$ cat src/rtl/usbh_irq_pkg.sv
package usbh_irq_pkg;

   localparam int STAT_W = 8;
   localparam int BIT_DONE_A = 0;
   localparam int BIT_DONE_B = 1;
   localparam int BIT_SOF    = 4;
   localparam int BIT_LINK   = 5;
   localparam int BIT_SHARED = 6;
   localparam int BIT_DPLUS  = 7;
   localparam logic [STAT_W-1:0] LATCH_MASK = 8'b0111_0011;

   typedef enum logic [1:0] {
      LS_OTHER = 2'd0,
      LS_SE0   = 2'd1,
      LS_IDLE  = 2'd2
   } line_cls_t;

   function automatic line_cls_t classify(input logic se0, input logic idle);
      if (se0 && !idle)
         return LS_SE0;
      else if (idle && !se0)
         return LS_IDLE;
      else
         return LS_OTHER;
   endfunction

endpackage

$ cat src/rtl/usbh_line_filter.sv
module usbh_line_filter
   import usbh_irq_pkg::*;
#(
   parameter int STABLE_N = 2
) (
   input  logic clk,
   input  logic rst_n,
   input  logic se0_i,
   input  logic idle_i,
   output logic evt_o,
   output logic absent_o
);

   localparam int CW = $clog2(STABLE_N + 1);
   localparam logic [CW-1:0] CNT_TOP = CW'(STABLE_N);

   initial begin
      if (STABLE_N < 2)
         $error("usbh_line_filter: STABLE_N must be at least 2");
   end

   line_cls_t cls_q, cand_q, stable_q;
   logic [CW-1:0] cnt_q, cnt_nx;
   logic evt_q;

   always_comb begin
      if (cls_q != cand_q)
         cnt_nx = CW'(1);
      else if (cnt_q < CNT_TOP)
         cnt_nx = cnt_q + CW'(1);
      else
         cnt_nx = cnt_q;
   end

   always_ff @(posedge clk or negedge rst_n) begin
      if (!rst_n) begin
         cls_q    <= LS_SE0;
         cand_q   <= LS_SE0;
         stable_q <= LS_SE0;
         cnt_q    <= CNT_TOP;
         evt_q    <= 1'b0;
      end else begin
         cls_q  <= classify(se0_i, idle_i);
         cand_q <= cls_q;
         cnt_q  <= cnt_nx;
         evt_q  <= 1'b0;
         if (cnt_nx == CNT_TOP && cls_q != LS_OTHER && cls_q != stable_q) begin
            stable_q <= cls_q;
            evt_q    <= 1'b1;
         end
      end
   end

   assign evt_o    = evt_q;
   assign absent_o = (stable_q == LS_SE0);


   stable_move_chk: assert property (@(posedge clk) disable iff (!rst_n)
      (stable_q != $past(stable_q)) |-> evt_q);


   evt_move_chk: assert property (@(posedge clk) disable iff (!rst_n)
      evt_q |-> (stable_q != $past(stable_q)));


   glitch_reject_chk: assert property (@(posedge clk) disable iff (!rst_n)
      evt_q |-> ($past(cls_q) == $past(cls_q, 2)));

endmodule

$ cat src/rtl/usbh_sticky_bank.sv
module usbh_sticky_bank #(
   parameter int W = 8
) (
   input  logic         clk,
   input  logic         rst_n,
   input  logic [W-1:0] set_i,
   input  logic         clr_en_i,
   input  logic [W-1:0] clr_i,
   output logic [W-1:0] q_o
);

   initial begin
      if (W < 1)
         $error("usbh_sticky_bank: W must be positive");
   end

   for (genvar i = 0; i < W; i++) begin : g_bit
      logic q;
      always_ff @(posedge clk or negedge rst_n) begin
         if (!rst_n)
            q <= 1'b0;
         else if (set_i[i])
            q <= 1'b1;
         else if (clr_en_i && clr_i[i])
            q <= 1'b0;
      end
      assign q_o[i] = q;


      set_wins_chk: assert property (@(posedge clk) disable iff (!rst_n)
         set_i[i] |=> q_o[i]);


      w1c_clear_chk: assert property (@(posedge clk) disable iff (!rst_n)
         (clr_en_i && clr_i[i] && !set_i[i]) |=> !q_o[i]);


      hold_chk: assert property (@(posedge clk) disable iff (!rst_n)
         (!set_i[i] && !(clr_en_i && clr_i[i])) |=> $stable(q_o[i]));
   end

endmodule

$ cat src/rtl/usbh_irq_status.sv
module usbh_irq_status
   import usbh_irq_pkg::*;
#(
   parameter int STABLE_N = 2
) (
   input  logic              clk,
   input  logic              rst_n,
   input  logic              done_a,
   input  logic              done_b,
   input  logic              sof_tick,
   input  logic              resume_evt,
   input  logic              resume_mode,
   input  logic              line_se0,
   input  logic              line_idle,
   input  logic              dplus,
   input  logic              wr_en,
   input  logic [STAT_W-1:0] wr_data,
   input  logic [STAT_W-1:0] irq_en,
   output logic [STAT_W-1:0] stat_rd,
   output logic              irq
);

   initial begin
      if (STAT_W != 8)
         $error("usbh_irq_status: status byte must be 8 bits");
   end

   logic              link_evt;
   logic              absent;
   logic [STAT_W-1:0] set_v;
   logic [STAT_W-1:0] q_v;
   logic [STAT_W-1:0] pending;

   usbh_line_filter #(.STABLE_N(STABLE_N)) i_filter (
      .clk      (clk),
      .rst_n    (rst_n),
      .se0_i    (line_se0),
      .idle_i   (line_idle),
      .evt_o    (link_evt),
      .absent_o (absent)
   );

   always_comb begin
      set_v             = '0;
      set_v[BIT_DONE_A] = done_a;
      set_v[BIT_DONE_B] = done_b;
      set_v[BIT_SOF]    = sof_tick;
      set_v[BIT_LINK]   = link_evt;
      set_v[BIT_SHARED] = resume_evt & resume_mode;
   end

   usbh_sticky_bank #(.W(STAT_W)) i_bank (
      .clk      (clk),
      .rst_n    (rst_n),
      .set_i    (set_v),
      .clr_en_i (wr_en),
      .clr_i    (wr_data),
      .q_o      (q_v)
   );

   always_comb begin
      pending             = q_v & LATCH_MASK;
      pending[BIT_SHARED] = pending[BIT_SHARED] & resume_mode;
   end

   always_comb begin
      stat_rd             = pending;
      stat_rd[BIT_SHARED] = resume_mode ? q_v[BIT_SHARED] : absent;
      stat_rd[BIT_DPLUS]  = dplus;
   end

   assign irq = |(pending & irq_en);


   reserved_zero_chk: assert property (@(posedge clk) disable iff (!rst_n)
      (stat_rd[3:2] == 2'b00) && !(pending[7]));


   resume_gate_chk: assert property (@(posedge clk) disable iff (!rst_n)
      (resume_evt && !resume_mode && !q_v[BIT_SHARED]) |=> !q_v[BIT_SHARED]);

endmodule

$ cat config.mk
export PLATFORM = sky130hd
export DESIGN_NAME = usbh_irq_status
export DESIGN_NICKNAME = d
export VERILOG_FILES = /design/src/rtl/usbh_irq_pkg.sv /design/src/rtl/usbh_line_filter.sv /design/src/rtl/usbh_sticky_bank.sv /design/src/rtl/usbh_irq_status.sv
export SDC_FILE = /design/constraint.sdc
export NUM_CORES = 1
export LEC_CHECK = 0
export CAP_MARGIN = 20
export CORE_MARGIN = 2
export CORE_UTILIZATION = 40
export CTS_BUF_LIST = sky130_fd_sc_hd__clkbuf_8
export DETAILED_ROUTE_END_ITERATION = 6
export GPL_TIMING_DRIVEN = 0
export MAX_ROUTING_LAYER = met4
export PLACE_DENSITY = 0.79
export SETUP_SLACK_MARGIN = 0.5
export SLEW_MARGIN = 5
export SYNTH_ARGS = -nofsm -noshare
export SYNTH_HDL_FRONTEND = slang
export SYNTH_SLANG_ARGS = --single-unit
$ cat constraint.sdc
create_clock -name clk -period 1.62 [get_ports clk]
set_clock_uncertainty 0.05 [all_clocks]
set_input_delay 0.162 -clock clk [delete_from_list [all_inputs] [get_ports clk]]
set_output_delay 0.162 -clock clk [all_outputs]
set_load 0.05 [all_outputs]
======== Yosys cells after proc, flatten, opt, wreduce, memory -nomap -nowiden ========
Cells that the tools add are included.
cells by class
  bitwise gates (word level) .............. 3
  multiplexer cells ....................... 16
  $lt $le $gt $ge ......................... 1
  reduce and logical (&&, ||, !) cells .... 18
  equal/unequal tests ..................... 4
  $add $sub $neg .......................... 1
operators by type and width
  kind                   number
  $mux W1                12
  $reduce_bool A2 Y1     6
  $logic_and A1 B1 Y1    9
  $and A7 B8 Y8          1
  $mux W2                4
  $reduce_or A8 Y1       1
  $ne A2 B2 Y1           2
  $add A2 B1 Y2 const B  1
  $and A1 B1 Y1          2
  $eq A2 B1 Y1 const B   1
  $eq A2 B2 Y1 const B   1
  $logic_not A1 Y1       2
  $lt A2 B2 Y1 const B   1
storage, ports and cells
  bits of input ports ..................... 27
  output and inout port bits .............. 9
  word-level logic and storage cells ...... 53
  register bits ........................... 14

======== Logic depth before layout (Yosys ltp) ========
  depth after elaboration ................. 7
  gate-level depth with buffers ........... 5
  depth with buffers taken out ............ 5

======== Cells and area by module ========
Synthesis repeated with hierarchy kept, for this count alone.
second synthesis, totals
  cells, all modules ...................... 83
  area total of the unflattened synthesis .. 854.6 um^2
modules (own cells, without submodules)
  module            area an instance (um^2)  instances  seq. area each (um^2)  cells each
  usbh_line_filter  422.9                    1          230.2                  40
  usbh_sticky_bank  357.8                    1          200.2                  33
  usbh_irq_status   73.8                     1          0.0                    10

======== Worst setup path before layout ========
Ideal clock, no wire load.
  path kind ............................... register to output
  start ................................... reg i_filter.stable_q[0]
  end ..................................... out stat_rd[6]
  data required time ...................... 1.408 ns
  slack ................................... -0.262 ns
  stages on the path, launching flop included .. 3
  buffers on the path ..................... 0
  data arrival time ....................... 1.670 ns
  path through ............................ dfstp_2 -> nand2b_1 -> o21ai_0
on the way
  longest elaborated chain between the ends .. 2
ends and longest elaborated chain
  element                 line                    text
  from (decl)             usbh_line_filter.sv:22  line_cls_t cls_q, cand_q, stable_q;
  from (signal assigned)  usbh_line_filter.sv:48  stable_q <= cls_q;
  $eq A2 B1 Y1            usbh_line_filter.sv:55  assign absent_o = (stable_q == LS_SE0);
  $mux W1                 usbh_irq_status.sv:68   stat_rd[BIT_SHARED] = resume_mode ? q_v[BIT_SHARED] : absent;
  to (decl)               usbh_irq_status.sv:19   output logic [STAT_W-1:0] stat_rd,
Every way passes these cells.

======== Final worst setup path ========
  start ................................... reg i_filter.cnt_q[1]
  end ..................................... reg i_filter.stable_q[1]
on the way
  longest elaborated chain between the ends .. 6
  elaborated cells on any way between the ends .. 7
  classes of those cells .................. add/sub: 1; order compare: 1; eq/ne: 1; mux: 2; reduce/logical: 2
ends and longest elaborated chain
  element                                               line                                            text
  from (decl)                                           usbh_line_filter.sv:23                          logic [CW-1:0] cnt_q, cnt_nx;
  from (signal assigned)                                usbh_line_filter.sv:45                          cnt_q <= cnt_nx;
  $add A2 B1 Y2 / $lt A2 B2 Y1 (equally long branches)  usbh_line_filter.sv:30, usbh_line_filter.sv:29
  $mux W2 (*)                                           usbh_line_filter.sv:29                          else if (cnt_q < CNT_TOP)
  $mux W2 (*)                                           usbh_line_filter.sv:27                          if (cls_q != cand_q)
  $eq A2 B2 Y1 (*)                                      usbh_line_filter.sv:47                          if (cnt_nx == CNT_TOP && cls_q != LS_OTHER && cls_q != stable_q) begin
  $logic_and A1 B1 Y1 (*) (2 in series)                 usbh_line_filter.sv:47
Mark *: on every way between the ends. The rest lies on a longest branch, timed or not.
A chain may end at the register's enable or synchronous reset.

==> summary.txt <==
outcome - finished, final reports clean
critical path type - flop to flop
Core Area - 0.00156 mm2
reg2reg start - i_filter.cnt_q[1]
Setup crit end - i_filter.stable_q[1]
number of detailed-route iterations in the first pass - 4
worst hold slack - 0.250 ns
Via density - 5.04
Yosys warning count - 0
Startpoint Class - flop
Die X - 45.5 um
commonest non-fill, non-tap cell in the layout - clkdlybuf4s50_1
Rows - 14
TritonCTS Sinks - 14
WP data arrival - 1.52 ns
CP Capture Type - flop
clk_lat worst skew - 0.24 ns
TNS Setup - 0 ns
setup ws final - 0.232 ns
Final Core Density - 77.1%
H-tree depth - 1
top cell type's share of synthesized area - 36.3%
Final ANT Viol Nets - 0
Leak - 0.540 nW
GRT Overall Usage - 18.7%
area growth from synthesis to layout - 74.4%
Longest Clk Path Bufs - 2
hpwl dp - 1090 um
fmax - 721 MHz
routed vias - 620
final max-slew violation count - 0
post-place setup slack - -0.314 ns
DRC - 0
largest net degree at the start of global routing - 15
layout cells sized above 1 - 40.2%
Num CTS Buffers - 3
final setup fails - 0
GRT overflow - 0
Total Power - 0.00123 W
Least-Margin Pin Slew - 0.608 ns
Critical R2R Capture - i_filter.stable_q[1]
Routability Congestion - 0.826
Clock Pin Slew Worst Setup and Hold Paths - 0.06 ns
unrepaired setup endpoints after global routing - true
Clock Tree Root - clkbuf_8
area leader, netlist - dfrtp_1
syn_area_per_cell - 10.3 um2
Crit. Startpoint - i_filter.cnt_q[1]
Filler cells - 95
R2R setup slack - 0.23 ns
synth top area cells - dfrtp_1 (36%), dfstp_2 (15%), buf_4 (7.6%)
post-layout minimum cycle time - 1.39 ns
post-synth cell types - 22
Rel. slew slack - 59.4%
register area share after synthesis - 51.5%
hold crit path type - input port to async pin
die height - 45.5 um
Mapped Area - 689 um2
Final Hold Viols - 0
Max VDD drop - 0.000690 V
I/O pins - 36
Final Cycle Share - 85.7%
most frequent cells in the layout - clkdlybuf4s50_1 (19), dfrtp_1 (10), buf_6 (9), buf_4 (9), nand2_1 (7)
port bufs - 26
final WL - 1590 um
drt wl/cell - 12.9 um
nets - 136
antenna cells - 0
die area - 0.00207 mm2
first-pass GRT wire length - 2570 um
CTS tree - done
CTS Hold Buffers Added - 0
Max-Cap Viols - 0
synthesis-stage register bit count - 14
R2R depth - 5
Pwr per Cell Area - 1020 mW/mm2
CP required - 1.75 ns
Mapped Cells - 67
initial antenna violation count - 0
Initial Util - 44.2%
Crit Path Max Fanout - 3
Iter 0 DRT Violations - 2
vias in the first global route - 586
-- logic make-up after synthesis --
kind of cell | Yosys count | synth area share (%)
simple gates | 21 | 15.1
compound gates | 17 | 17.6
fa+ha+maj | 1 | 1.81
buf+inv | 11 | 9.80
flops | 14 | 51.5
xor+xnor | 2 | 3.63
other cells | 1 | 0.544
-- layout make-up --
| type | instances | area (um2) | share of cell area (%) |
|---|---|---|---|
| repair buffers | 35 | 360 | 30.0 |
| flip-flops and latches | 14 | 355 | 29.6 |
| multi-input cells | 43 | 329 | 27.4 |
| plain buffers | 7 | 67.6 | 5.62 |
| clock buffers | 4 | 55.1 | 4.58 |
| well taps | 16 | 20.0 | 1.66 |
| inverters | 4 | 15.0 | 1.25 |
-- synth_stat cells --
cell,n
conb_1,1
dfstp_2,4
a31oi_1,1
inv_1,4
nand2_1,7
a21o_1,5
a22o_1,1
xnor2_2,1
a22oi_1,2
o21ai_0,3
dfrtp_1,10
nor2b_1,4
a21oi_1,3
ha_1,1
a2bb2oi_2,1
nor2_1,3
buf_4,7
nand2b_1,2
a31o_1,1
nand3_1,4
nand4b_1,1
xnor2_1,1
-- how the worst min path moves through the flow --
stage                 startpoint                 end  cells after the start
2_1_floorplan              rst_n   i_bank.g_bit[0].q                      0
3_3_place_gp   i_filter.cls_q[0]  i_filter.cand_q[0]                      0
3_5_place_dp   i_filter.cls_q[0]  i_filter.cand_q[0]                      0
4_1_cts                    rst_n      i_filter.evt_o                      1
5_1_grt                    rst_n   i_bank.g_bit[5].q                      1
6_report                   rst_n   i_bank.g_bit[4].q                      1
-- worst max-delay path: stages (launching register included) --
cell and delay [ns]:
dfstp_2 0.52, inv_2 0.04, ha_4 0.26, nand4b_1 0.16, a21oi_2 0.16, a2bb2oi_2 0.13
-- flip-flops by register name, indices dropped and copies added (netlist names) --
| register | count |
|---|---|
| i_bank.g_bit.q | 5 |
| i_filter.cand_q | 2 |
| i_filter.stable_q | 2 |
| i_filter.cnt_q | 2 |
| i_filter.evt_o | 1 |
| i_filter.cls_q | 2 |
-- report_power, final --
| group | leakage, nW | switching [W] | internal, W | total, W |
|---|---|---|---|---|
| logic | 0.352 | 0.000206 | 0.000254 | 0.000460 |
| registers | 0.159 | 0.0000392 | 0.000398 | 0.000437 |
| clock network | 0.0288 | 0.000120 | 0.000215 | 0.000335 |
-- per-layer routing --
layer / wire length, um / up-vias / share of wire [%] / track usage (%)
li1: - / 299 / - / -
met2: 713 / 32 / 45 / 28.2
met5: 0 / - / 0 / -
met4: 51 / 0 / 3.2 / 12.4
met3: 189 / 6 / 12 / 7.14
met1: 633 / 283 / 40 / 20.3
-- metrics by stage --
stage,cell area (um2),cells
after floorplan,726,68
after global placement,1010,110
after detailed placement,1010,110
after CTS,1120,116
after global routing,1200,123
final,1200,123
-- repair_timing --
action / CTS / global route
gates resized for setup: 53 / 7
setup endpoints to repair: 10 / 11
pin swaps: 3 / 4
setup buffers: 2 / 7
gates cloned: 0 / 0
Power figures use the tool's default switching activity.
